File: src/rtl/rfs_pkg.sv
package rfs_pkg;

    localparam int WORD_W = 9;
    localparam int BYTE_W = 8;
    localparam int IDX_W  = 6;
    localparam int OFF_W  = 5;

    // operation-number boundaries inside the 11nnnnnn space
    localparam logic [IDX_W-1:0] OP_BIN_LAST   = 6'd7;
    localparam logic [IDX_W-1:0] OP_UNARY_LAST = 6'd13;
    localparam logic [IDX_W-1:0] OP_PUSH_LAST  = 6'd16;
    localparam logic [IDX_W-1:0] OP_ELIG_LAST  = 6'd18;
    localparam logic [IDX_W-1:0] OP_RET        = 6'd19;
    localparam logic [IDX_W-1:0] OP_TO_R       = 6'd20;
    localparam logic [IDX_W-1:0] OP_FROM_R     = 6'd21;
    localparam logic [IDX_W-1:0] OP_R_COPY     = 6'd22;
    localparam logic [IDX_W-1:0] OP_R_DROP     = 6'd23;
    localparam logic [IDX_W-1:0] OP_LAST       = 6'd32;

    typedef enum logic [2:0] {
        CL_PLAIN,
        CL_RSOP,
        CL_JUMP,
        CL_CALL,
        CL_LIT,
        CL_UNDEF
    } iclass_e;

    typedef enum logic [1:0] {
        PCS_INC,
        PCS_REL,
        PCS_RSTOP,
        PCS_BOOT
    } pcsel_e;

    typedef enum logic {
        ST_BOOT,
        ST_RUN
    } seq_state_e;

endpackage

File: src/rtl/rfs_classify.sv
module rfs_classify
    import rfs_pkg::*;
(
    input  logic [BYTE_W-1:0] op_byte,
    output iclass_e           cls,
    output logic [IDX_W-1:0]  idx,
    output logic              ds_push,
    output logic              ds_pop,
    output logic              rs_push_ds,
    output logic              rs_pop_op,
    output logic              is_ret
);

    always_comb begin
        cls        = CL_UNDEF;
        idx        = op_byte[IDX_W-1:0];
        ds_push    = 1'b0;
        ds_pop     = 1'b0;
        rs_push_ds = 1'b0;
        rs_pop_op  = 1'b0;
        is_ret     = 1'b0;

        if (!op_byte[7]) begin
            cls = CL_LIT;
        end else if (op_byte[6]) begin
            if (idx <= OP_ELIG_LAST)      cls = CL_PLAIN;
            else if (idx <= OP_LAST)      cls = CL_RSOP;
        end else if (op_byte[5:4] == 2'b00) begin
            cls = CL_JUMP;
        end else if (op_byte[5:4] == 2'b01) begin
            cls = CL_CALL;
        end

        unique case (cls)
            CL_PLAIN: begin
                if (idx <= OP_BIN_LAST)        ds_pop  = 1'b1;
                else if (idx <= OP_UNARY_LAST) ds_pop  = 1'b0;
                else if (idx <= OP_PUSH_LAST)  ds_push = 1'b1;
                else                           ds_pop  = 1'b1;
            end
            CL_RSOP: begin
                if (idx == OP_RET) begin
                    is_ret    = 1'b1;
                    rs_pop_op = 1'b1;
                end else if (idx == OP_TO_R) begin
                    rs_push_ds = 1'b1;
                    ds_pop     = 1'b1;
                end else if (idx == OP_FROM_R) begin
                    rs_pop_op = 1'b1;
                    ds_push   = 1'b1;
                end else if (idx == OP_R_COPY) begin
                    ds_push = 1'b1;
                end else if (idx == OP_R_DROP) begin
                    rs_pop_op = 1'b1;
                end
            end
            default: begin
            end
        endcase
    end

endmodule

File: src/rtl/rfs_immed.sv
module rfs_immed
    import rfs_pkg::*;
#(
    parameter int PC_W = 10
) (
    input  logic [WORD_W-1:0] instr,
    output logic [PC_W-1:0]   offset,
    output logic [BYTE_W-1:0] lit
);

    localparam int EXT_W = PC_W - OFF_W;

    logic [OFF_W-1:0] off_raw;

    // the spare bit becomes the sign of the relative offset
    assign off_raw = {instr[8], instr[3:0]};

    generate
        if (EXT_W > 0) begin : g_ext
            assign offset = {{EXT_W{off_raw[OFF_W-1]}}, off_raw};
        end else begin : g_trunc
            assign offset = off_raw[PC_W-1:0];
        end
    endgenerate

    // the spare bit becomes the top bit of the literal payload
    assign lit = {instr[8], instr[6:0]};

endmodule

File: src/rtl/rfs_pcsel.sv
module rfs_pcsel
    import rfs_pkg::*;
#(
    parameter int               PC_W     = 10,
    parameter logic [PC_W-1:0]  RESET_PC = '0
) (
    input  pcsel_e          sel,
    input  logic [PC_W-1:0] pc,
    input  logic [PC_W-1:0] offset,
    input  logic [PC_W-1:0] rs_top,
    output logic [PC_W-1:0] pc_next,
    output logic [PC_W-1:0] pc_inc
);

    assign pc_inc = pc + PC_W'(1);

    always_comb begin
        unique case (sel)
            PCS_INC:   pc_next = pc_inc;
            PCS_REL:   pc_next = pc_inc + offset;
            PCS_RSTOP: pc_next = rs_top;
            PCS_BOOT:  pc_next = RESET_PC;
            default:   pc_next = RESET_PC;
        endcase
    end

endmodule

File: src/rtl/retflag_sequencer.sv
module retflag_sequencer
    import rfs_pkg::*;
#(
    parameter int               PC_W     = 10,
    parameter logic [PC_W-1:0]  RESET_PC = '0
) (
    input  logic                clk,
    input  logic                rst_n,
    input  logic [WORD_W-1:0]   instr,
    input  logic [PC_W-1:0]     pc,
    input  logic [PC_W-1:0]     rs_top,
    output logic [PC_W-1:0]     pc_next,
    output logic [PC_W-1:0]     ret_addr,
    output logic                rs_push,
    output logic                rs_push_from_ds,
    output logic                rs_pop,
    output logic                rs_shift,
    output logic [BYTE_W-1:0]   lit_value,
    output logic                ds_push,
    output logic                ds_pop,
    output logic                op_valid,
    output logic [IDX_W-1:0]    op_code,
    output logic                ret_merged
);

    seq_state_e state_q, state_d;

    iclass_e           cls;
    logic [IDX_W-1:0]  idx;
    logic              c_ds_push, c_ds_pop, c_rs_push_ds, c_rs_pop, c_is_ret;
    logic [PC_W-1:0]   offset;
    logic [BYTE_W-1:0] lit_raw;
    pcsel_e            pc_sel;
    logic              ret_flag;

    assign ret_flag = instr[8];

    rfs_classify u_classify (
        .op_byte    (instr[BYTE_W-1:0]),
        .cls        (cls),
        .idx        (idx),
        .ds_push    (c_ds_push),
        .ds_pop     (c_ds_pop),
        .rs_push_ds (c_rs_push_ds),
        .rs_pop_op  (c_rs_pop),
        .is_ret     (c_is_ret)
    );

    rfs_immed #(.PC_W(PC_W)) u_immed (
        .instr  (instr),
        .offset (offset),
        .lit    (lit_raw)
    );

    rfs_pcsel #(.PC_W(PC_W), .RESET_PC(RESET_PC)) u_pcsel (
        .sel     (pc_sel),
        .pc      (pc),
        .offset  (offset),
        .rs_top  (rs_top),
        .pc_next (pc_next),
        .pc_inc  (ret_addr)
    );

    // next-state logic: BOOT_TO_RUN, then RUN_HOLD
    always_comb begin
        unique case (state_q)
            ST_BOOT: state_d = ST_RUN;
            ST_RUN:  state_d = ST_RUN;
            default: state_d = ST_BOOT;
        endcase
    end

    always_ff @(posedge clk or negedge rst_n) begin
        if (!rst_n) state_q <= ST_BOOT;
        else        state_q <= state_d;
    end

    // output process
    always_comb begin
        pc_sel          = PCS_BOOT;
        rs_push         = 1'b0;
        rs_push_from_ds = 1'b0;
        rs_pop          = 1'b0;
        rs_shift        = 1'b0;
        lit_value       = '0;
        ds_push         = 1'b0;
        ds_pop          = 1'b0;
        op_valid        = 1'b0;
        op_code         = '0;
        ret_merged      = 1'b0;

        unique case (state_q)
            ST_BOOT: begin
                pc_sel = PCS_BOOT;
            end
            ST_RUN: begin
                pc_sel = PCS_INC;
                unique case (cls)
                    CL_PLAIN: begin
                        op_valid = 1'b1;
                        op_code  = idx;
                        ds_push  = c_ds_push;
                        ds_pop   = c_ds_pop;
                        if (ret_flag) begin
                            ret_merged = 1'b1;
                            rs_pop     = 1'b1;
                            pc_sel     = PCS_RSTOP;
                        end
                    end
                    CL_RSOP: begin
                        op_valid        = 1'b1;
                        op_code         = idx;
                        ds_push         = c_ds_push;
                        ds_pop          = c_ds_pop;
                        rs_push         = c_rs_push_ds;
                        rs_push_from_ds = c_rs_push_ds;
                        rs_pop          = c_rs_pop;
                        if (c_is_ret) pc_sel = PCS_RSTOP;
                    end
                    CL_JUMP: begin
                        pc_sel = PCS_REL;
                    end
                    CL_CALL: begin
                        pc_sel  = PCS_REL;
                        rs_push = 1'b1;
                    end
                    CL_LIT: begin
                        rs_shift  = 1'b1;
                        lit_value = lit_raw;
                    end
                    default: begin
                    end
                endcase
            end
            default: begin
            end
        endcase
    end

    AST_BOOT_QUIET: assert property (@(posedge clk) disable iff (!rst_n)
        (state_q == ST_BOOT) |-> (pc_next == RESET_PC && !rs_push && !rs_pop && !rs_shift
                                  && !ds_push && !ds_pop && !op_valid));

    AST_MERGE_RETURNS: assert property (@(posedge clk) disable iff (!rst_n)
        ret_merged |-> (rs_pop && !rs_push && !rs_shift && pc_next == rs_top));

    AST_ONE_RS_ACTION: assert property (@(posedge clk) disable iff (!rst_n)
        $countones({rs_push, rs_pop, rs_shift}) <= 1);

    AST_CALL_LINK: assert property (@(posedge clk) disable iff (!rst_n)
        (rs_push && !rs_push_from_ds) |-> (ret_addr == pc + PC_W'(1) && !ds_push && !ds_pop));

    AST_LIT_ONLY: assert property (@(posedge clk) disable iff (!rst_n)
        (lit_value != '0) |-> rs_shift);

    AST_NO_STRAY_FLAG: assert property (@(posedge clk) disable iff (!rst_n)
        (state_q == ST_RUN && (cls == CL_RSOP || cls == CL_UNDEF)) |-> !instr[8]);

    AST_UNDEF_QUIET: assert property (@(posedge clk) disable iff (!rst_n)
        (state_q == ST_RUN && cls == CL_UNDEF) |-> (!op_valid && pc_next == pc + PC_W'(1)));

endmodule

File: config.mk
export PLATFORM = sky130hd
export DESIGN_NAME = retflag_sequencer
export DESIGN_NICKNAME = d
export VERILOG_FILES = /design/src/rtl/rfs_pkg.sv /design/src/rtl/rfs_classify.sv /design/src/rtl/rfs_immed.sv /design/src/rtl/rfs_pcsel.sv /design/src/rtl/retflag_sequencer.sv
export SDC_FILE = /design/constraint.sdc
export NUM_CORES = 1
export LEC_CHECK = 0
export ABC_AREA = 1
export BUFFER_PORTS_ARGS = -buffer_cell sky130_fd_sc_hd__buf_2
export CAP_MARGIN = 30
export CORE_ASPECT_RATIO = 0.9
export CORE_MARGIN = 1.5
export CORE_UTILIZATION = 40
export DETAILED_ROUTE_END_ITERATION = 16
export PLACE_DENSITY_LB_ADDON = 0.05
export SETUP_SLACK_MARGIN = 0.05
export SLEW_MARGIN = 25
export SYNTH_ARGS = -nofsm -noshare
export SYNTH_HDL_FRONTEND = slang
export SYNTH_SLANG_ARGS = --single-unit
File: constraint.sdc
create_clock -name clk -period 2.1 [get_ports clk]
set_clock_uncertainty 0.2 [all_clocks]
set_input_delay 0.21 -clock clk [delete_from_list [all_inputs] [get_ports clk]]
set_output_delay 0.21 -clock clk [all_outputs]
set_load 0.05 [all_outputs]
==> results.json, run 1 <==
{
  "final_layout_size_suffix_gt1_share_pct": 66.7,
  "critical_path.slowest_cell": "ha_4",
  "regArea_sq_um": 25.0,
  "cp-start-kind": "primary input",
  "crit_family": "simple AND/OR/NAND/NOR gates",
  "synth_top_family_by_area": "simple AND/OR/NAND/NOR gates",
  "worstPathMaxFanout": 5,
  "syn_area_sq_um": 1250,
  "antenna_found_initial": 0,
  "arrival_ns": 2.22,
  "gr-total-overflow": 0,
  "powerDensity_nw_per_um2": 328,
  "core_region_area_sq_um": 3020,
  "max_freq_mhz": 380,
  "dp_hpwl_microns": 3950,
  "hold_class": "in2async",
  "yosys.area_share.simple_pct": 59.8,
  "rsz0062_at_grt": "yes",
  "failed_checks": "negative setup slack",
  "min_period_ns": 2.63,
  "yosys.area_share.adder_pct": 11.6,
  "grt_pass1_vias": 1878,
  "crit_path_cell_trace": "buf_8 > ha_4 > and3_4 > xnor2_2 > inv_2 > ha_4 > a21oi_4 > nor2_1 > nor2_1 > nand2_1 > a21oi_2 > o21ai_2 > nand3_4 > buf_8",
  "async_flop_share_pct": 100,
  "io_buffers": 72,
  "maxCapViolCount": 0,
  "antennaDiodeCount": 0,
  "dr.pass1.iters": 7,
  "ys_seq_elements": 1,
  "avgSynthCellArea_sq_um": 5.24,
  "peakVddDrop_mv": 0.251,
  "switching_share_pct": 60.1,
  "regMostFlops": "state_q",
  "seq_power_share_pct": 2.3,
  "drv_slew": 0,
  "postRouteAntennaNets": 0,
  "ys_types": 31,
  "slowest_delay_ns": 0.29,
  "rows": 19,
  "intPower_mw": 0.370,
  "yosysTopAreaCellShare_pct": 16.0,
  "syn_to_final_growth_pct": 126,
  "grt_pass1_wl_microns": 8340,
  "power_switching_mw": 0.557,
  "ioPinCount": 73,
  "routed_wl_microns": 8380,
  "ys.warnings.count": 0,
  "synth.area.top_cells": "nand3_1, nand2_1, ha_1, inv_1, nor2_1",
  "hold_viol": 0,
  "wl_per_cell_microns": 21.0,
  "synth_fp_nets": 281,
  "power_mw": 0.927,
  "synthFlopType": "dfrtp_1",
  "gp_congestion": 0.900,
  "fin_nets": 401,
  "grt_max_degree": 21,
  "synth_xor_xnor_area_share_pct": 4.20,
  "critPathKind": "in2out",
  "cp.required_ns": 1.69,
  "synth.yosys.seq_area_share_pct": 2.00,
  "synth-compound-area-share_pct": 8.90,
  "avgViaCountPerCell": 6.29,
  "synth-edff-count": 0,
  "yosysMostFrequentCell": "nand2_1",
  "setup_viol": 11,
  "place_inst": 386,
  "largest_reg_flops": 1,
  "die_w_microns": 62.0,
  "p_leak_nw": 1.38,
  "clk_pin_slew_ns": 0,
  "post-route-period-util_pct": 125,
  "worst-path-buf-inv": 3,
  "drc": 0,
  "status": "complete, but fails checks",
  "synthMuxAreaShare_pct": 0,
  "multi_input_area_sq_um": 1640,
  "fin_ws_ns": -0.531,
  "finish.utilization_pct": 93.5,
  "fin_cells": 399,
  "dieArea_sq_um": 3470,
  "vias": 2508,
  "ys_top_cells_by_count": "nand2_1, nand3_1, inv_1, nor2_1, nand4_1",
  "yosysTopAreaCell": "nand3_1",
  "drt_iter0_markers": 392,
  "die_h_microns": 56.1,
  "top_regs": "state_q x1",
  "grt_usage_pct": 30.9,
  "power_frac_comb_pct": 97.7,
  "clkPwrFrac_pct": 0,
  "postSynthCellCount": 239,
  "start_util_pct": 41.4,
  "worst_setup_path_end_kind": "output pin",
  "n_fill_cell": 107
}
## area by class of cell
type | count | area share, %
Inverter | 36 | 5.27
Multi-Input combinational cell | 198 | 58.1
Timing Repair Buffer | 122 | 33.9
Sequential cell | 1 | 0.887
Tap cell | 42 | 1.86
## cell usage in the layout (no fill, tap or decap), types with 3 or more instances in the layout
cell type	Yosys	routed
buf_4	0	43
nand3_4	0	10
nand2_2	3	14
nor2_2	7	18
nor2_4	0	8
inv_2	3	11
buf_8	0	9
nor2_1	31	12
nand3_1	40	21
inv_1	33	21
nand2_4	0	8
buf_6	1	22
nand2_1	50	32
nand4_1	16	16
or2_4	0	4
ha_4	0	9
nand3_2	2	11
a21oi_2	0	8
o21ai_0	4	3
clkinvlp_4	0	3
buf_2	3	45
## stage by stage
stage	area [sq um]	setup WS [ns]	hold WS [ns]	TNS (ns)
final	2820	-0.531	0.330	-3.36
after global routing	2820	-0.803	0.332	-4.32
after CTS	2500	-0.347	0.326	-1.92
after detailed placement	2210	-0.554	-0.212	-3.51
after global placement	2210	-0.567	-0.214	-3.35
after floorplan	1550	-0.453	-0.286	-2.16
## per-layer routing
metal  up-vias  GRT usage [%]  share of wire [%]
met5         -              0                  0
met4         0           4.56                6.4
met3        62          0.698                 12
met2       266           49.7                 46
met1      1147           46.0                 35
li1       1033              -                  -
## power by group through the flow
stage               registers (mW)  clock network, mW  logic (mW)
floorplan                   0.0210                  0       0.444
global placement            0.0210                  0       0.637
detailed placement          0.0210                  0       0.646
CTS                         0.0210                  0       0.748
global route                0.0211                  0       0.938
finish                      0.0211                  0       0.906
## cells by family (layout without fill, tap and decap cells)
family	Yosys count	after routing
xor+xnor	6	6
compound gates	20	20
other cells	1	1
simple gates	159	160
flops	1	1
buf+inv	41	158
fa+ha+maj	11	11
## worst max-delay path by stage
stage	startpoint	end	cells after the start
floorplan	pc[1]	pc_next[9]	15
detailed placement	pc[1]	pc_next[6]	13
global placement	pc[1]	pc_next[6]	13
CTS	pc[0]	pc_next[9]	16
finish	pc[1]	pc_next[7]	14
global route	pc[0]	pc_next[6]	14
## timing repair
item                                   in CTS  in global routing
endpoints found under the hold margin       1                  0
gates resized for setup                    64                 85
setup endpoints to repair                  15                 23
pin swaps                                  18                 36
setup buffers                               5                  8
cloned                                      0                  1
hold buffers                                1                  0
(Power assumes the default switching activity.)
==> run 2: changes to the inputs <==
--- a/config.mk
+++ b/config.mk
@@ -11,9 +11,11 @@
 export CORE_ASPECT_RATIO = 0.9
 export CORE_MARGIN = 1.5
 export CORE_UTILIZATION = 40
+export CTS_CLUSTER_DIAMETER = 200
 export DETAILED_ROUTE_END_ITERATION = 16
 export PLACE_DENSITY_LB_ADDON = 0.05
 export SETUP_SLACK_MARGIN = 0.05
+export SKIP_CTS_REPAIR_TIMING = 1
 export SLEW_MARGIN = 25
 export SYNTH_ARGS = -nofsm -noshare
 export SYNTH_HDL_FRONTEND = slang
==> run 2 against run 1 <==
Effect of this change:
- highest routed layer unchanged
- sequential cell count is the same
- global-route usage is 4.2 points lower
- maximum frequency decreased by 3.5%
- first-iteration DRC count fell by 38%
- design area is 3.6% lower
- combinational power shrank 6.2%
- critical path depth stayed put
- the run still ends with negative setup slack left
- critical endpoint is now pc_next[6]
- routed wire length is 11% lower
- via count decreased by 5.8%
- cell count down 1.0%
- sequential power barely moved
==> results.json, run 2 (synthesis gave the netlist of run 1 again) <==
{
  "status": "complete, but fails checks",
  "failed_checks": "negative setup slack",
  "place_area_sq_um": 2210,
  "drt_iter0_markers": 242,
  "fin_nets": 397,
  "final_layout_size_suffix_gt1_share_pct": 65.2,
  "rows": 19,
  "regMostFlops": "state_q",
  "multi_input_area_sq_um": 1580,
  "dp_hpwl_microns": 3950,
  "worst_setup_path_end_kind": "output pin",
  "antenna_found_initial": 0,
  "n_fill_cell": 162,
  "vias": 2362,
  "whs_ns": 0.325,
  "clk_pin_slew_ns": 0,
  "dieArea_sq_um": 3470,
  "ioPinCount": 73,
  "fin_ws_ns": -0.626,
  "top_regs": "state_q x1",
  "finish.utilization_pct": 90.1,
  "hold_class": "in2async",
  "max_freq_mhz": 367,
  "wl_per_cell_microns": 18.9,
  "arrival_ns": 2.32,
  "routed_wl_microns": 7470,
  "setup_viol": 17,
  "crit_path_start": "pc[0]",
  "avgViaCountPerCell": 5.98,
  "grt_pass1_vias": 1690,
  "peakVddDrop_mv": 0.231,
  "die_w_microns": 62.0,
  "drv_slew": 0,
  "post-route-period-util_pct": 130,
  "rsz0062_at_grt": "yes",
  "dr.pass1.iters": 5,
  "grt_usage_pct": 26.7,
  "gr-total-overflow": 0,
  "p_leak_nw": 1.34,
  "grt_max_degree": 21,
  "maxCapViolCount": 0,
  "drc": 0,
  "io_buffers": 72,
  "die_h_microns": 56.1,
  "postRouteAntennaNets": 0,
  "layout_common_cells": "buf_4, buf_2, nand2_1",
  "worstPathMaxFanout": 5,
  "core_region_area_sq_um": 3020,
  "fin_cells": 395,
  "cp.required_ns": 1.69,
  "grt_pass1_wl_microns": 7330,
  "hold_viol": 0,
  "largest_reg_flops": 1,
  "finalInstanceArea_sq_um": 2720,
  "antennaDiodeCount": 0,
  "place_inst": 386,
  "syn_to_final_growth_pct": 117,
  "powerDensity_nw_per_um2": 320,
  "cp-start-kind": "primary input",
  "critPathKind": "in2out",
  "pre_cts_ws_ns": -0.554,
  "regArea_sq_um": 25.0,
  "start_util_pct": 41.4,
  "layout_commonest_cell": "buf_4",
  "min_period_ns": 2.73,
  "gp_congestion": 0.900
}
-- run 2: cell types whose count changed in the layout (fill, tap and decap cells not counted), sizes merged --
cell      change
inv           -1
buf           -2
clkbuf        -2
clkinvlp      +1
-- run 2: critical path: stages --
cell and delay [ns]:
buf_8 0.10, ha_4 0.15, and3_4 0.19, xnor2_1 0.19, inv_2 0.10, ha_4 0.25, nand2_1 0.13, inv_1 0.09
nand4_1 0.11, o211ai_1 0.15, or2_2 0.33, nand3_2 0.08, nand3_4 0.06, buf_6 0.16
-- run 2: area by class of cell --
cell class / count / area share [%]
well taps: 42 / 1.93
inverters: 36 / 5.61
flip-flops and latches: 1 / 0.920
multi-input cells: 198 / 58.0
repair buffers: 118 / 33.5
-- run 2: through the flow --
stage / setup TNS, ns / power [mW]
global placement: -3.35 / 0.658
global route: -4.89 / 0.906
CTS: -3.56 / 0.669
finish: -3.46 / 0.871
floorplan: -2.16 / 0.465
detailed placement: -3.51 / 0.667
-- run 2: worst paths after layout --
path	endpoint	slack, ns	cells after the start
setup / recovery	pc_next[6]	-0.63	14
min in group clk	pc_next[1]	0.62	4
max in group asynchronous	state_q	1.29	2
hold / removal	state_q	0.33	2
-- run 2: power breakdown --
part	switching, mW	total [mW]	leakage (nW)	internal (mW)
Combinational	0.524	0.850	1.33	0.327
Clock	0	0	0	0
Sequential	0.000393	0.0210	0.0117	0.0206
-- run 2: layer usage --
metal	up-vias	GRT usage, %	wire (microns)
met5	-	0	0
met4	0	2.43	448
met3	60	1.63	731
met2	188	40.8	3490
met1	1088	42.0	2790
li1	1026	-	-
==> run 3: changes to the inputs <==
--- a/config.mk
+++ b/config.mk
@@ -9,11 +9,11 @@
 export BUFFER_PORTS_ARGS = -buffer_cell sky130_fd_sc_hd__buf_2
 export CAP_MARGIN = 30
 export CORE_ASPECT_RATIO = 0.9
-export CORE_MARGIN = 1.5
 export CORE_UTILIZATION = 40
 export CTS_CLUSTER_DIAMETER = 200
 export DETAILED_ROUTE_END_ITERATION = 16
 export PLACE_DENSITY_LB_ADDON = 0.05
+export RECOVER_POWER = 25
 export SETUP_SLACK_MARGIN = 0.05
 export SKIP_CTS_REPAIR_TIMING = 1
 export SLEW_MARGIN = 25
==> run 3 against run 2 <==
Effect of this change:
- the flow still finishes with violations (negative setup slack)
- sequential power is essentially flat
- setup slack gained 0.16 ns
- global-route usage up 1.6 points
- first-iteration DRC count grew 25%
- maximum frequency rose by 6.1%
- power fell by 3.7%
- routed wire length is 5.0% lower
- worst hold slack barely moved
- die area is 3.4% lower
- sequential cell count unchanged
- critical endpoint is now pc_next[7]
- largest power group unchanged
==> results.json, run 3 (synthesis gave the netlist of run 1 again) <==
{
  "status": "complete, but fails checks",
  "failed_checks": "negative setup slack",
  "layout_commonest_cell": "buf_2",
  "cp-start-kind": "primary input",
  "regMostFlops": "state_q",
  "top_regs": "state_q x1",
  "final_layout_size_suffix_gt1_share_pct": 62.0,
  "io_buffers": 72,
  "clk_pin_slew_ns": 0,
  "layout_common_cells": "buf_2, buf_4, nand2_1",
  "worst_setup_path_end_kind": "output pin",
  "max_freq_mhz": 389,
  "dr.pass1.iters": 5,
  "vias": 2353,
  "fin_ws_ns": -0.469,
  "worst_slew_pin_slew_ns": 0.613,
  "die_h_microns": 55.1,
  "grt_pass1_wl_microns": 7160,
  "grt_max_degree": 21,
  "antennaDiodeCount": 0,
  "setup_viol": 15,
  "drt_iter0_markers": 303,
  "avgViaCountPerCell": 5.99,
  "powerDensity_nw_per_um2": 318,
  "post-route-period-util_pct": 122,
  "postRouteAntennaNets": 0,
  "cp.required_ns": 1.69,
  "min_period_ns": 2.57,
  "whs_ns": 0.326,
  "slew_headroom_pct": 59.3,
  "p_leak_nw": 1.29,
  "core_region_area_sq_um": 2860,
  "die_w_microns": 61.0,
  "largest_reg_flops": 1,
  "hold_viol": 0,
  "drv_slew": 0,
  "ioPinCount": 73,
  "peakVddDrop_mv": 0.243,
  "grt_pass1_vias": 1608,
  "routed_wl_microns": 7090,
  "dp_hpwl_microns": 4070,
  "start_util_pct": 43.7,
  "wl_per_cell_microns": 18.0,
  "finish.utilization_pct": 92.3,
  "grt_usage_pct": 28.3,
  "rows": 18,
  "dieArea_sq_um": 3360,
  "worstPathMaxFanout": 5,
  "drc": 0,
  "gr-total-overflow": 0,
  "n_fill_cell": 117,
  "syn_to_final_growth_pct": 111,
  "antenna_found_initial": 0,
  "hold_class": "in2async",
  "power_mw": 0.839,
  "critPathKind": "in2out",
  "fin_nets": 397,
  "arrival_ns": 2.16,
  "rsz0062_at_grt": "yes",
  "maxCapViolCount": 0,
  "gp_congestion": 0.911
}
-- run 3: path summary, 6_finish.rpt --
| path | slack (ns) | startpoint | endpoint | cells after the start |
|---|---|---|---|---|
| max | -0.47 | pc[0] | pc_next[7] | 15 |
| min | 0.33 | rst_n | state_q | 2 |
| max in group asynchronous | 1.29 | rst_n | state_q | 2 |
| min in group clk | 0.63 | rs_top[2] | pc_next[2] | 4 |
-- run 3: metal layers --
metal | vias up | global-route usage, % | routed length (microns)
met5 | - | 0 | 0
met2 | 206 | 46.5 | 3370
met4 | 0 | 1.14 | 348
li1 | 1024 | - | -
met3 | 53 | 2.09 | 720
met1 | 1070 | 42.2 | 2660
-- run 3: critical path, cell delays in order --
cell and delay [ns]:
buf_8 0.08, ha_4 0.13, and3_4 0.21, nand4_1 0.11
nand2_2 0.09, clkinvlp_4 0.12, ha_4 0.27, nand2_2 0.08
nand2_2 0.07, nor2_1 0.13, nand2_2 0.10, a21oi_1 0.17
o21ai_1 0.14, nand3_4 0.08, buf_6 0.16
-- run 3: cell type report --
cell class	instances	area (sq um)	share of cell area [%]
multi-input combinational	197	1520	57.7
timing repair buffer	119	890	33.7
inverter	36	153	5.78
tap	40	50.0	1.90
sequential	1	25.0	0.948
-- run 3: per-stage QoR --
stage,std cells,worst slack (ns),setup TNS (ns),cell area [sq um]
2_1_floorplan,239,-0.453,-2.16,1550
6_report,393,-0.469,-3.38,2640
3_5_place_dp,385,-0.572,-3.55,2210
5_1_grt,393,-0.587,-4.49,2640
3_3_place_gp,385,-0.554,-3.34,2210
4_1_cts,385,-0.574,-3.59,2210
-- run 3: report_power, final --
part / internal (mW) / switching, mW / total (mW)
registers: 0.0206 / 0.000415 / 0.0210
clock network: 0 / 0 / 0
logic: 0.315 / 0.504 / 0.818
